$ cat config.mk
export PLATFORM = sky130hd
export DESIGN_NAME = xlat_ctl_unit
export DESIGN_NICKNAME = d
export VERILOG_FILES = /design/src/rtl/xlat_ctl_pkg.sv /design/src/rtl/xlat_cmd_decode.sv /design/src/rtl/xlat_mode_ctl.sv /design/src/rtl/xlat_event_unit.sv /design/src/rtl/xlat_ctl_unit.sv
export SDC_FILE = /design/constraint.sdc
export NUM_CORES = 1
export LEC_CHECK = 0
export BUFFER_PORTS_ARGS = -buffer_cell sky130_fd_sc_hd__clkbuf_2
export CAP_MARGIN = 40
export CORE_ASPECT_RATIO = 1.1
export CORE_MARGIN = 5
export CORE_UTILIZATION = 25
export CTS_BUF_LIST = sky130_fd_sc_hd__clkbuf_16
export DETAILED_ROUTE_END_ITERATION = 10
export PLACE_DENSITY = 0.48
export SETUP_SLACK_MARGIN = 0.02
export SLEW_MARGIN = 15
export SYNTH_ARGS = -nofsm -noshare
export SYNTH_HDL_FRONTEND = slang
export SYNTH_SLANG_ARGS = --single-unit
$ cat constraint.sdc
create_clock -name clk -period 2.9 [get_ports clk]
set_input_delay 0.435 -clock clk [delete_from_list [all_inputs] [get_ports clk]]
set_output_delay 0.435 -clock clk [all_outputs]
set_load 0.02 [all_outputs]
$ cat src/rtl/xlat_ctl_pkg.sv
// Shared definitions for the translation control unit: register word
// indices, command codes, mode encoding and command strobe bundle.
package xlat_ctl_pkg;

    // Word index of each register (byte offset divided by four).
    localparam int IX_BASE   = 0;
    localparam int IX_STAT   = 1;
    localparam int IX_CMD    = 2;
    localparam int IX_FADDR  = 3;
    localparam int IX_LFLUSH = 4;
    localparam int IX_RAW    = 5;
    localparam int IX_CLR    = 6;
    localparam int IX_MASK   = 7;
    localparam int IX_MSKST  = 8;
    localparam int IX_GATE   = 9;
    localparam int REG_NUM   = 10;

    // Status bit positions (the complemented hold flag is the top bit).
    localparam int SB_PAGING = 0;
    localparam int SB_FAULT  = 1;
    localparam int SB_STALL  = 2;
    localparam int SB_IDLE   = 3;
    localparam int SB_REPLAY = 4;
    localparam int SB_FWRITE = 5;

    localparam int CMD_W = 3;

    typedef enum logic [CMD_W-1:0] {
        CMD_PG_ON  = 3'd0,
        CMD_PG_OFF = 3'd1,
        CMD_ST_ON  = 3'd2,
        CMD_ST_OFF = 3'd3,
        CMD_FLUSH  = 3'd4,
        CMD_FDONE  = 3'd5,
        CMD_FRESET = 3'd6
    } cmd_e;

    typedef enum logic [1:0] {
        MD_IDLE     = 2'd0,  // translation off, no hold
        MD_RUN      = 2'd1,  // translation on, no hold
        MD_HOLD     = 2'd2,  // translation on, held
        MD_HOLD_OFF = 2'd3   // translation off, hold still asserted
    } mode_e;

    typedef struct packed {
        logic pg_on;
        logic pg_off;
        logic st_on;
        logic st_off;
        logic flush;
        logic fdone;
        logic freset;
    } cmd_strb_t;

endpackage

$ cat src/rtl/xlat_cmd_decode.sv
// Command decoder: turns a write to the command register into one strobe
// per command. Assumes at most one register write per cycle; unknown
// codes produce no strobe.
module xlat_cmd_decode
    import xlat_ctl_pkg::*;
(
    input  logic             cmd_hit,
    input  logic [CMD_W-1:0] cmd_code,
    output cmd_strb_t        strb
);

    // Map the written code onto its single strobe.
    always_comb begin
        strb = '0;
        if (cmd_hit) begin
            case (cmd_e'(cmd_code))
                CMD_PG_ON:  strb.pg_on  = 1'b1;
                CMD_PG_OFF: strb.pg_off = 1'b1;
                CMD_ST_ON:  strb.st_on  = 1'b1;
                CMD_ST_OFF: strb.st_off = 1'b1;
                CMD_FLUSH:  strb.flush  = 1'b1;
                CMD_FDONE:  strb.fdone  = 1'b1;
                CMD_FRESET: strb.freset = 1'b1;
                default:    strb = '0;
            endcase
        end
    end

endmodule

$ cat src/rtl/xlat_mode_ctl.sv
// Mode machine: tracks translation enable and hold request as four states
// and issues the whole-cache flush strobe. A hold request is only accepted
// while translation is on; releasing it leaves translation as it was.
module xlat_mode_ctl
    import xlat_ctl_pkg::*;
(
    input  logic      clk,
    input  logic      rst_n,
    input  cmd_strb_t strb,
    output logic      paging_on,
    output logic      stall_on,
    output logic      flush_all
);

    mode_e mode_q, mode_d;

    // Next-state selection from the command strobes.
    always_comb begin
        mode_d = mode_q;
        if (strb.freset) begin
            mode_d = MD_IDLE;
        end else if (strb.pg_on) begin
            case (mode_q)
                MD_IDLE:     mode_d = MD_RUN;
                MD_HOLD_OFF: mode_d = MD_HOLD;
                default:     mode_d = mode_q;
            endcase
        end else if (strb.pg_off) begin
            case (mode_q)
                MD_RUN:  mode_d = MD_IDLE;
                MD_HOLD: mode_d = MD_HOLD_OFF;
                default: mode_d = mode_q;
            endcase
        end else if (strb.st_on) begin
            if (mode_q == MD_RUN) mode_d = MD_HOLD;
        end else if (strb.st_off) begin
            case (mode_q)
                MD_HOLD:     mode_d = MD_RUN;
                MD_HOLD_OFF: mode_d = MD_IDLE;
                default:     mode_d = mode_q;
            endcase
        end
    end

    // Mode register and one-cycle flush strobe.
    always_ff @(posedge clk) begin
        if (!rst_n) begin
            mode_q    <= MD_IDLE;
            flush_all <= 1'b0;
        end else begin
            mode_q    <= mode_d;
            flush_all <= strb.flush;
        end
    end

    assign paging_on = (mode_q == MD_RUN)  || (mode_q == MD_HOLD);
    assign stall_on  = (mode_q == MD_HOLD) || (mode_q == MD_HOLD_OFF);

endmodule

$ cat src/rtl/xlat_event_unit.sv
// Event unit: latches the first fault (address and direction) until it is
// acknowledged, keeps sticky raw interrupt bits with write-one-to-clear,
// holds the mask and forms the interrupt line. Bit 0 is the fault source,
// bit 1 the bus-error source; any further bits are never set. A set
// beats a clear of the same bit in the same cycle.
module xlat_event_unit #(
    parameter int DATA_W = 32,
    parameter int IRQ_N  = 2
) (
    input  logic              clk,
    input  logic              rst_n,
    input  logic              freset,
    input  logic              fdone,
    input  logic              mask_wr,
    input  logic              clr_wr,
    input  logic [IRQ_N-1:0]  wbits,
    input  logic              evt_fault,
    input  logic [DATA_W-1:0] evt_fault_addr,
    input  logic              evt_fault_write,
    input  logic              evt_bus_err,
    output logic [IRQ_N-1:0]  raw_q,
    output logic [IRQ_N-1:0]  mask_q,
    output logic              fault_pending,
    output logic [DATA_W-1:0] fault_addr,
    output logic              fault_write,
    output logic              irq
);

    logic             fault_take;
    logic [IRQ_N-1:0] set_v;

    assign fault_take = evt_fault && !fault_pending;

    // Collect the per-source set requests.
    always_comb begin
        set_v    = '0;
        set_v[0] = fault_take;
        set_v[1] = evt_bus_err;
    end

    // Fault latch and mask register.
    always_ff @(posedge clk) begin
        if (!rst_n || freset) begin
            fault_pending <= 1'b0;
            fault_addr    <= '0;
            fault_write   <= 1'b0;
            mask_q        <= '0;
        end else begin
            if (fault_take) begin
                fault_pending <= 1'b1;
                fault_addr    <= evt_fault_addr;
                fault_write   <= evt_fault_write;
            end else if (fdone) begin
                fault_pending <= 1'b0;
            end
            if (mask_wr) mask_q <= wbits;
        end
    end

    // One sticky raw bit per interrupt source.
    for (genvar i = 0; i < IRQ_N; i++) begin : g_raw
        always_ff @(posedge clk) begin
            if (!rst_n || freset) raw_q[i] <= 1'b0;
            else                  raw_q[i] <= set_v[i] | (raw_q[i] & ~(clr_wr & wbits[i]));
        end
    end

    assign irq = |(raw_q & mask_q);

endmodule

$ cat src/rtl/xlat_ctl_unit.sv
// Top of the translation control unit: decodes the register port, holds
// the table base, gating bit and line-flush strobe, instantiates the
// command decoder, mode machine and event unit, and builds the read mux.
// Assumes word-aligned accesses; misaligned or unlisted addresses write
// nothing and read zero.
module xlat_ctl_unit
    import xlat_ctl_pkg::*;
#(
    parameter int ADDR_W     = 6,
    parameter int DATA_W     = 32,
    parameter int PAGE_SHIFT = 12,
    parameter int IRQ_N      = 2
) (
    input  logic                       clk,
    input  logic                       rst_n,
    input  logic                       reg_wr,
    input  logic [ADDR_W-1:0]          reg_addr,
    input  logic [DATA_W-1:0]          reg_wdata,
    output logic [DATA_W-1:0]          reg_rdata,
    input  logic                       evt_fault,
    input  logic [DATA_W-1:0]          evt_fault_addr,
    input  logic                       evt_fault_write,
    input  logic                       evt_bus_err,
    input  logic                       eng_idle,
    input  logic                       replay_empty,
    output logic [DATA_W-1:0]          dir_base,
    output logic                       paging_on,
    output logic                       stall_on,
    output logic                       fault_pending,
    output logic                       flush_all,
    output logic                       flush_line,
    output logic [DATA_W-PAGE_SHIFT-1:0] flush_line_page,
    output logic                       gate_en,
    output logic                       irq
);

    localparam int IDX_W  = ADDR_W - 2;
    localparam int PAGE_W = DATA_W - PAGE_SHIFT;

    logic [IDX_W-1:0]   reg_idx;
    logic [REG_NUM-1:0] wr_hit;
    logic [REG_NUM-1:0] rd_hit;
    cmd_strb_t          strb;
    logic [PAGE_W-1:0]  base_q;
    logic [IRQ_N-1:0]   raw_q;
    logic [IRQ_N-1:0]   mask_q;
    logic [DATA_W-1:0]  fault_addr;
    logic               fault_write;
    logic [DATA_W-1:0]  status_w;
    logic [8:0]         unused_wbits;
    logic [3:0]         unused_hits;

    assign reg_idx = reg_addr[ADDR_W-1:2];

    // One address comparator per register, shared by read and write.
    for (genvar i = 0; i < REG_NUM; i++) begin : g_hit
        assign rd_hit[i] = (reg_addr[1:0] == 2'b00) && (reg_idx == IDX_W'(i));
        assign wr_hit[i] = reg_wr && rd_hit[i];
    end

    assign unused_wbits = reg_wdata[PAGE_SHIFT-1:3];
    assign unused_hits  = {wr_hit[IX_STAT], wr_hit[IX_FADDR], wr_hit[IX_RAW], wr_hit[IX_MSKST]};

    xlat_cmd_decode u_dec (
        .cmd_hit  (wr_hit[IX_CMD]),
        .cmd_code (reg_wdata[CMD_W-1:0]),
        .strb     (strb)
    );

    xlat_mode_ctl u_mode (
        .clk       (clk),
        .rst_n     (rst_n),
        .strb      (strb),
        .paging_on (paging_on),
        .stall_on  (stall_on),
        .flush_all (flush_all)
    );

    xlat_event_unit #(
        .DATA_W (DATA_W),
        .IRQ_N  (IRQ_N)
    ) u_evt (
        .clk             (clk),
        .rst_n           (rst_n),
        .freset          (strb.freset),
        .fdone           (strb.fdone),
        .mask_wr         (wr_hit[IX_MASK]),
        .clr_wr          (wr_hit[IX_CLR]),
        .wbits           (reg_wdata[IRQ_N-1:0]),
        .evt_fault       (evt_fault),
        .evt_fault_addr  (evt_fault_addr),
        .evt_fault_write (evt_fault_write),
        .evt_bus_err     (evt_bus_err),
        .raw_q           (raw_q),
        .mask_q          (mask_q),
        .fault_pending   (fault_pending),
        .fault_addr      (fault_addr),
        .fault_write     (fault_write),
        .irq             (irq)
    );

    // Table base and gating bit, both cleared by the forced reset.
    always_ff @(posedge clk) begin
        if (!rst_n || strb.freset) begin
            base_q  <= '0;
            gate_en <= 1'b0;
        end else begin
            if (wr_hit[IX_BASE]) base_q  <= reg_wdata[DATA_W-1:PAGE_SHIFT];
            if (wr_hit[IX_GATE]) gate_en <= reg_wdata[0];
        end
    end

    // Single-line flush strobe with its page number.
    always_ff @(posedge clk) begin
        if (!rst_n) begin
            flush_line      <= 1'b0;
            flush_line_page <= '0;
        end else begin
            flush_line <= wr_hit[IX_LFLUSH];
            if (wr_hit[IX_LFLUSH]) flush_line_page <= reg_wdata[DATA_W-1:PAGE_SHIFT];
        end
    end

    assign dir_base = {base_q, {PAGE_SHIFT{1'b0}}};

    // Assemble the status word.
    always_comb begin
        status_w            = '0;
        status_w[SB_PAGING] = paging_on;
        status_w[SB_FAULT]  = fault_pending;
        status_w[SB_STALL]  = stall_on;
        status_w[SB_IDLE]   = eng_idle;
        status_w[SB_REPLAY] = replay_empty;
        status_w[SB_FWRITE] = fault_write;
        status_w[DATA_W-1]  = !stall_on;
    end

    // Read mux; write-only and unlisted addresses return zero.
    always_comb begin
        reg_rdata = '0;
        if (rd_hit[IX_BASE])  reg_rdata = dir_base;
        if (rd_hit[IX_STAT])  reg_rdata = status_w;
        if (rd_hit[IX_FADDR]) reg_rdata = fault_addr;
        if (rd_hit[IX_RAW])   reg_rdata = {{(DATA_W-IRQ_N){1'b0}}, raw_q};
        if (rd_hit[IX_MASK])  reg_rdata = {{(DATA_W-IRQ_N){1'b0}}, mask_q};
        if (rd_hit[IX_MSKST]) reg_rdata = {{(DATA_W-IRQ_N){1'b0}}, raw_q & mask_q};
        if (rd_hit[IX_GATE])  reg_rdata = {{(DATA_W-1){1'b0}}, gate_en};
    end

endmodule

==> results of run 1 <==
per-stage QoR:
stage | hold WS (ps) | power [uW] | instance area, um^2
CTS | 281 | 2800 | 4970
detailed placement | 446 | 1450 | 4630
floorplan | 432 | 1350 | 3760
global route | 301 | 2870 | 4970
global placement | 438 | 1440 | 4610
finish | 295 | 2750 | 4970
final timing paths:
kind         cells past startpoint  slack (ps)                 start                    to
max                              6         400           reg_addr[4]          reg_rdata[0]
min                              3         290           evt_bus_err        u_evt.raw_q[1]
max reg2reg                      6        1010      u_mode.mode_q[0]      u_mode.mode_q[0]
min reg2reg                      2         450  u_evt.fault_addr[10]  u_evt.fault_addr[10]
power breakdown:
group / internal (uW) / total (uW) / switching, uW / leakage [uW]
combinational: 86.4 / 229 / 143 / 0.00147
clock: 842 / 1330 / 488 / 0.000169
sequential: 1170 / 1190 / 18.8 / 0.000675
total: 2100 / 2750 / 650 / 0.00231
sequential cells by signal (all words and copies together) (netlist names):
signal and count:
u_evt.mask_q 2, flush_line 1, u_mode.mode_q 2, gate_en 1
u_evt.fault_pending 1, base_q 20, flush_line_page 20, u_evt.raw_q 2
u_evt.fault_addr 32, u_evt.fault_write 1, u_mode.flush_all 1
layout by cell type (no fill, tap or decap), types with 5 or more instances in the layout:
master                      instances
sky130_fd_sc_hd__nor2_1            35
sky130_fd_sc_hd__conb_1            12
sky130_fd_sc_hd__dfxtp_1           83
sky130_fd_sc_hd__a21oi_1           62
sky130_fd_sc_hd__o21ai_0            5
sky130_fd_sc_hd__buf_4             10
sky130_fd_sc_hd__inv_1              6
sky130_fd_sc_hd__and2_1             7
sky130_fd_sc_hd__mux2i_1           27
sky130_fd_sc_hd__a22o_1            20
sky130_fd_sc_hd__clkbuf_16          9
sky130_fd_sc_hd__clkbuf_2         147
sky130_fd_sc_hd__nand2_1          109
area by class of cell:
cell class / instances / area [um^2] / share of cell area, %
flip-flops and latches: 83 / 1660 / 33.4
well taps: 192 / 240 / 4.83
clock inverters: 7 / 115 / 2.31
repair buffers: 158 / 838 / 16.9
multi-input cells: 333 / 1870 / 37.7
inverters: 5 / 18.8 / 0.377
clock buffers: 9 / 225 / 4.53
critical path, stage by stage:
cell	delay, ps
sky130_fd_sc_hd__clkbuf_2	210
sky130_fd_sc_hd__or4b_2	650
sky130_fd_sc_hd__a211oi_1	330
sky130_fd_sc_hd__o211ai_1	140
sky130_fd_sc_hd__o21ai_0	110
sky130_fd_sc_hd__clkbuf_2	200
logic make-up after synthesis:
group,count (synthesis),share of synthesized area (%)
flip-flops,83,44.6
multiplexers,27,7.26
AO/OA/AOI/OAI,102,16.9
other,1,0.101
buffers and inverters,49,6.62
adder cells (fa/ha/maj),4,1.34
AND/OR/NAND/NOR,188,23.1
metal layers:
metal  global-route usage [%]  up-vias  wire, um
met1                     16.9     1691      5120
met4                     5.76        0       221
met2                     22.4      136      5680
li1                         -     1793         -
met3                     3.51       12       899
met5                        0        -         0
==> metrics.cfg, run 1 <==
[outcome]
status=finished clean

[sta]
finalClockSkew_ps=5.62
setup_viol=0
fin_crit_ps=2500
maximum_clock_rate_mhz=400
postLayoutSetupSlackWorst_ps=398
finalCritPeriodShare_pct=86.3
drv_slew=0
slew-limit-headroom_pct=50.0
setup_tns_ps=0
hold_vio_cnt_final=0
tightest_slew_ps=750
grt_setup_unrepaired=false

[yosys]
synth_sequential_area_ratio_pct=44.6
synth-seq-cells=83
async_flop_share_pct=0
synth_warnings=0
synth_top_cells_by_area=sky130_fd_sc_hd__dfxtp_1 45%, sky130_fd_sc_hd__nand2_1 11%, sky130_fd_sc_hd__a21oi_1 8.3%
yosys_most_used_dff=sky130_fd_sc_hd__dfxtp_1
synth.lib_cells_used.distinct=46
cell_type_with_the_highest_aggregate_area_in_the_netlist=sky130_fd_sc_hd__dfxtp_1
ys_top_cells_by_count=109 x sky130_fd_sc_hd__nand2_1, 83 x sky130_fd_sc_hd__dfxtp_1, 62 x sky130_fd_sc_hd__a21oi_1
syn_area_um2=3720
synth_enable_flop_cells=0
post_synth_inst_count=454
synthMostInstantiatedCell=sky130_fd_sc_hd__nand2_1
post_synth.cell_area_avg_um2=8.20
synth_top_cell_area_share_pct=44.6

[setup_path]
kind_of_capture_point_of_the_worst_setup_path=output port
timing.critical_path.required_ps=2470
startpoint_type=input pin
critical_path_class=in -> out
worstPathMaxFanout=13
cp_data_arrival_time_ps=2070

[drt]
routed_wire_per_std_cell_um=15.1
drt_iter0_drc=107
drt-vias-per-instance=4.61
dr_pass1_iterations=4
dr_total_vias=3632
route.detailed.drc=0
drt.antenna.violating_nets=0
postRouteWirelength_um=11900

[placed_design]
placed_cells=771
dpl_worst_slack_ps=429
dpl.hpwl_um=8940
portbufs=147
gpl.final_weighted_congestion=0.826

[global_route]
number_of_antenna_violations_at_the_first_check_in_global_routing=0
wire_length_of_the_first_global_routing_pass_um=19300
grt_pass1_vias=3702
grt.overflow.total=0
gr-usage-all-layers_pct=13.7
grt_start_max_net_pins=34

[floorplan]
floorplan.rows=46
die-area_um2=17400
die_w_um=126
floorplan.io_pins=169
fp.coreArea_um2=14500
die_h_um=138
initial_core_util_pct=25.7

[power_and_ir_drop]
cellPowerDensity_nw_per_um2=553
power.leakage_uw=0.00231
vdd_drop_max_mv=0.221

[clock_network]
root_buffer=sky130_fd_sc_hd__clkbuf_16
ctsHtreeMaxLevel=3
cts_repair_resize_count=0
clk_latency_ps=340
tritoncts.num_buffers=9
cts-root-to-sink-buffers=2
clock_sink_count=83
holdBufCountCts=0
cts.clk_slew.worst_paths_ps=60
post-cts-setup-buffer-count=0
clock_tree_from_tritoncts=done

[min_path]
timing.hold.worst.class=in -> reg

[flow_run]
cap_viol_max_count=0

[finish]
layout.nets=672
finalNonFillerCells=787
area_delta_synth_final_pct=33.6
drive_gt1_share_pct=31.1
fillCellCount=1596
antenna_cells=0
utilization_pct=34.3

(Power assumes the default switching activity.)
==> run 2, diff against run 1 <==
- HOLD_SLACK_MARGIN: unset -> 0.15
- PLACE_DENSITY: 0.48 -> unset
- SLEW_MARGIN: 15 -> 30
==> run 2 against run 1 <==
Against the previous run: critical path depth did not move; largest cell class unchanged; non-clock buffer count rose by 2; global-route usage fell by 0.17 points; worst setup slack improved by 100 ps; clock power fell by 8%; final cell count rose by 0.13%.
==> metrics.cfg, run 2 (synthesized netlist as in run 1, its figures left out) <==
[power_and_ir_drop]
vdd_drop_max_mv=0.257  ; +16%
cellPowerDensity_nw_per_um2=532  ; -3.8%
power.leakage_uw=0.00230  ; -0.49%

[global_route]
grt_start_max_net_pins=36  ; +5.9%
wire_length_of_the_first_global_routing_pass_um=19000  ; -1.7%
grt_pass1_vias=3572  ; -3.5%
number_of_antenna_violations_at_the_first_check_in_global_routing=0  ; unchanged
gr-usage-all-layers_pct=13.5  ; -0.17 points
grt.overflow.total=0  ; unchanged

[clock_network]
ctsHtreeMaxLevel=3  ; unchanged
clk_latency_ps=340  ; about the same
cts_repair_resize_count=0  ; unchanged
cts-root-to-sink-buffers=2  ; unchanged
clock_sink_count=83  ; unchanged
holdBufCountCts=0  ; unchanged
root_buffer=sky130_fd_sc_hd__clkbuf_16
cts.clk_slew.worst_paths_ps=60  ; about the same
tritoncts.num_buffers=9  ; unchanged
clock_tree_from_tritoncts=done
post-cts-setup-buffer-count=0  ; unchanged

[min_path]
hold_path_depth=3  ; unchanged
timing.hold.worst.class=in -> reg

[drt]
drt-vias-per-instance=4.57  ; -0.87%
drt_iter0_drc=134  ; +25%
drt.antenna.violating_nets=0  ; unchanged
route.detailed.drc=0  ; unchanged
postRouteWirelength_um=12000  ; +0.36%
dr_pass1_iterations=4  ; unchanged
routed_wire_per_std_cell_um=15.2  ; +0.23%
dr_total_vias=3605  ; -0.74%

[placed_design]
placed_cells=772  ; +0.13%
dpl.hpwl_um=8710  ; -2.5%
placed_cell_area_um2=4630  ; -0.11%
gpl.final_weighted_congestion=0.767  ; -7.2%
portbufs=147  ; unchanged

[setup_path]
cp_data_arrival_time_ps=1970  ; -100 ps
critical_path_class=in -> out
kind_of_capture_point_of_the_worst_setup_path=output port
worstPathMaxFanout=5  ; -8
timing.critical_path.required_ps=2470  ; about the same
reg2reg_depth=6  ; unchanged
startpoint_type=input pin
worst_r2r_setup_slack_ps=1010  ; about the same

[floorplan]
die_h_um=138  ; unchanged
die_w_um=126  ; unchanged
die-area_um2=17400  ; unchanged
fp.coreArea_um2=14500  ; unchanged
floorplan.io_pins=169  ; unchanged
initial_core_util_pct=25.7  ; unchanged
floorplan.rows=46  ; unchanged

[finish]
layout_top_registers=u_evt.fault_addr: 32 flops, base_q: 20 flops, flush_line_page: 20 flops
layout.nets=674  ; +0.30%
finalNonFillerCells=788  ; +0.13%
drive_gt1_share_pct=31.2  ; +0.12 points
max_reg_flops=32  ; unchanged
largest_reg_by_ff_count=u_evt.fault_addr
final_common_cell=sky130_fd_sc_hd__clkbuf_2
area_delta_synth_final_pct=32.9
antenna_cells=0  ; unchanged
stdcell_area_um2=4950  ; -0.48%
fillCellCount=1587  ; -0.56%
layout_common_cells=147 x sky130_fd_sc_hd__clkbuf_2, 109 x sky130_fd_sc_hd__nand2_1, 83 x sky130_fd_sc_hd__dfxtp_1

[sta]
fin_crit_ps=2400  ; -101 ps
setup_viol=0  ; unchanged
finalClockSkew_ps=4.11  ; -1.51 ps
setup_tns_ps=0  ; unchanged
finalCritPeriodShare_pct=82.8  ; -3.5 points
fin_hold_ws_ps=305  ; +10.5 ps
maximum_clock_rate_mhz=416  ; +4.2%
hold_vio_cnt_final=0  ; unchanged
drv_slew=0  ; unchanged
grt_setup_unrepaired=false

[outcome]
status=finished clean

[flow_run]
cap_viol_max_count=0  ; unchanged

[run 2: cell types whose count changed in the layout (fill, tap and decap cells not counted)]
cell,change
sky130_fd_sc_hd__buf_12,+1
sky130_fd_sc_hd__bufinv_16,-1
sky130_fd_sc_hd__buf_4,+1
sky130_fd_sc_hd__clkinv_2,+1
sky130_fd_sc_hd__nor2b_2,+1
sky130_fd_sc_hd__nor2b_4,-1
sky130_fd_sc_hd__buf_16,-1
sky130_fd_sc_hd__buf_8,+1
sky130_fd_sc_hd__inv_6,-1
[run 2: path summary, 6_finish.rpt]
path,from,endpoint
min,evt_bus_err,u_evt.raw_q[1]
max,reg_addr[5],reg_rdata[0]
max reg2reg,u_mode.mode_q[1],u_mode.mode_q[0]
min reg2reg,u_evt.fault_addr[6],u_evt.fault_addr[6]
[run 2: cell type report]
class	instances	area, um^2	area share (%)
multi-input cells	333	1870	37.8
flip-flops and latches	83	1660	33.6
repair buffers	160	853	17.2
well taps	192	240	4.85
clock buffers	9	225	4.55
clock inverters	6	81.3	1.64
inverters	5	18.8	0.379
[run 2: worst max-delay path, cell delays in order]
cell and delay (ps):
sky130_fd_sc_hd__clkbuf_2 170, sky130_fd_sc_hd__or4b_2 600, sky130_fd_sc_hd__a211oi_1 340, sky130_fd_sc_hd__o211ai_1 140, sky130_fd_sc_hd__o21ai_0 90, sky130_fd_sc_hd__clkbuf_2 190
[run 2: metrics by stage]
stage,total power [uW],utilization [%],setup WS (ps)
6_report,2630,34.1,498
5_1_grt,2750,34.1,394
4_1_cts,2670,34.0,501
3_5_place_dp,1440,31.9,502
3_3_place_gp,1440,31.9,501
2_1_floorplan,1350,-,615
[run 2: power by group]
part           total, uW  switching [uW]  leakage, uW  internal (uW)
sequential          1190            17.4     0.000675           1170
clock               1220             470     0.000155            745
combinational        227             142      0.00147           84.9
total               2630             630      0.00230           2000
[run 2: metal layers]
| metal | share of wire (%) | up-vias | track usage, % |
|---|---|---|---|
| met5 | 0 | - | 0 |
| met4 | 1.5 | 0 | 4.07 |
| met3 | 8.0 | 15 | 4.28 |
| met2 | 48 | 119 | 23.1 |
| met1 | 42 | 1672 | 16.1 |
| li1 | - | 1799 | - |
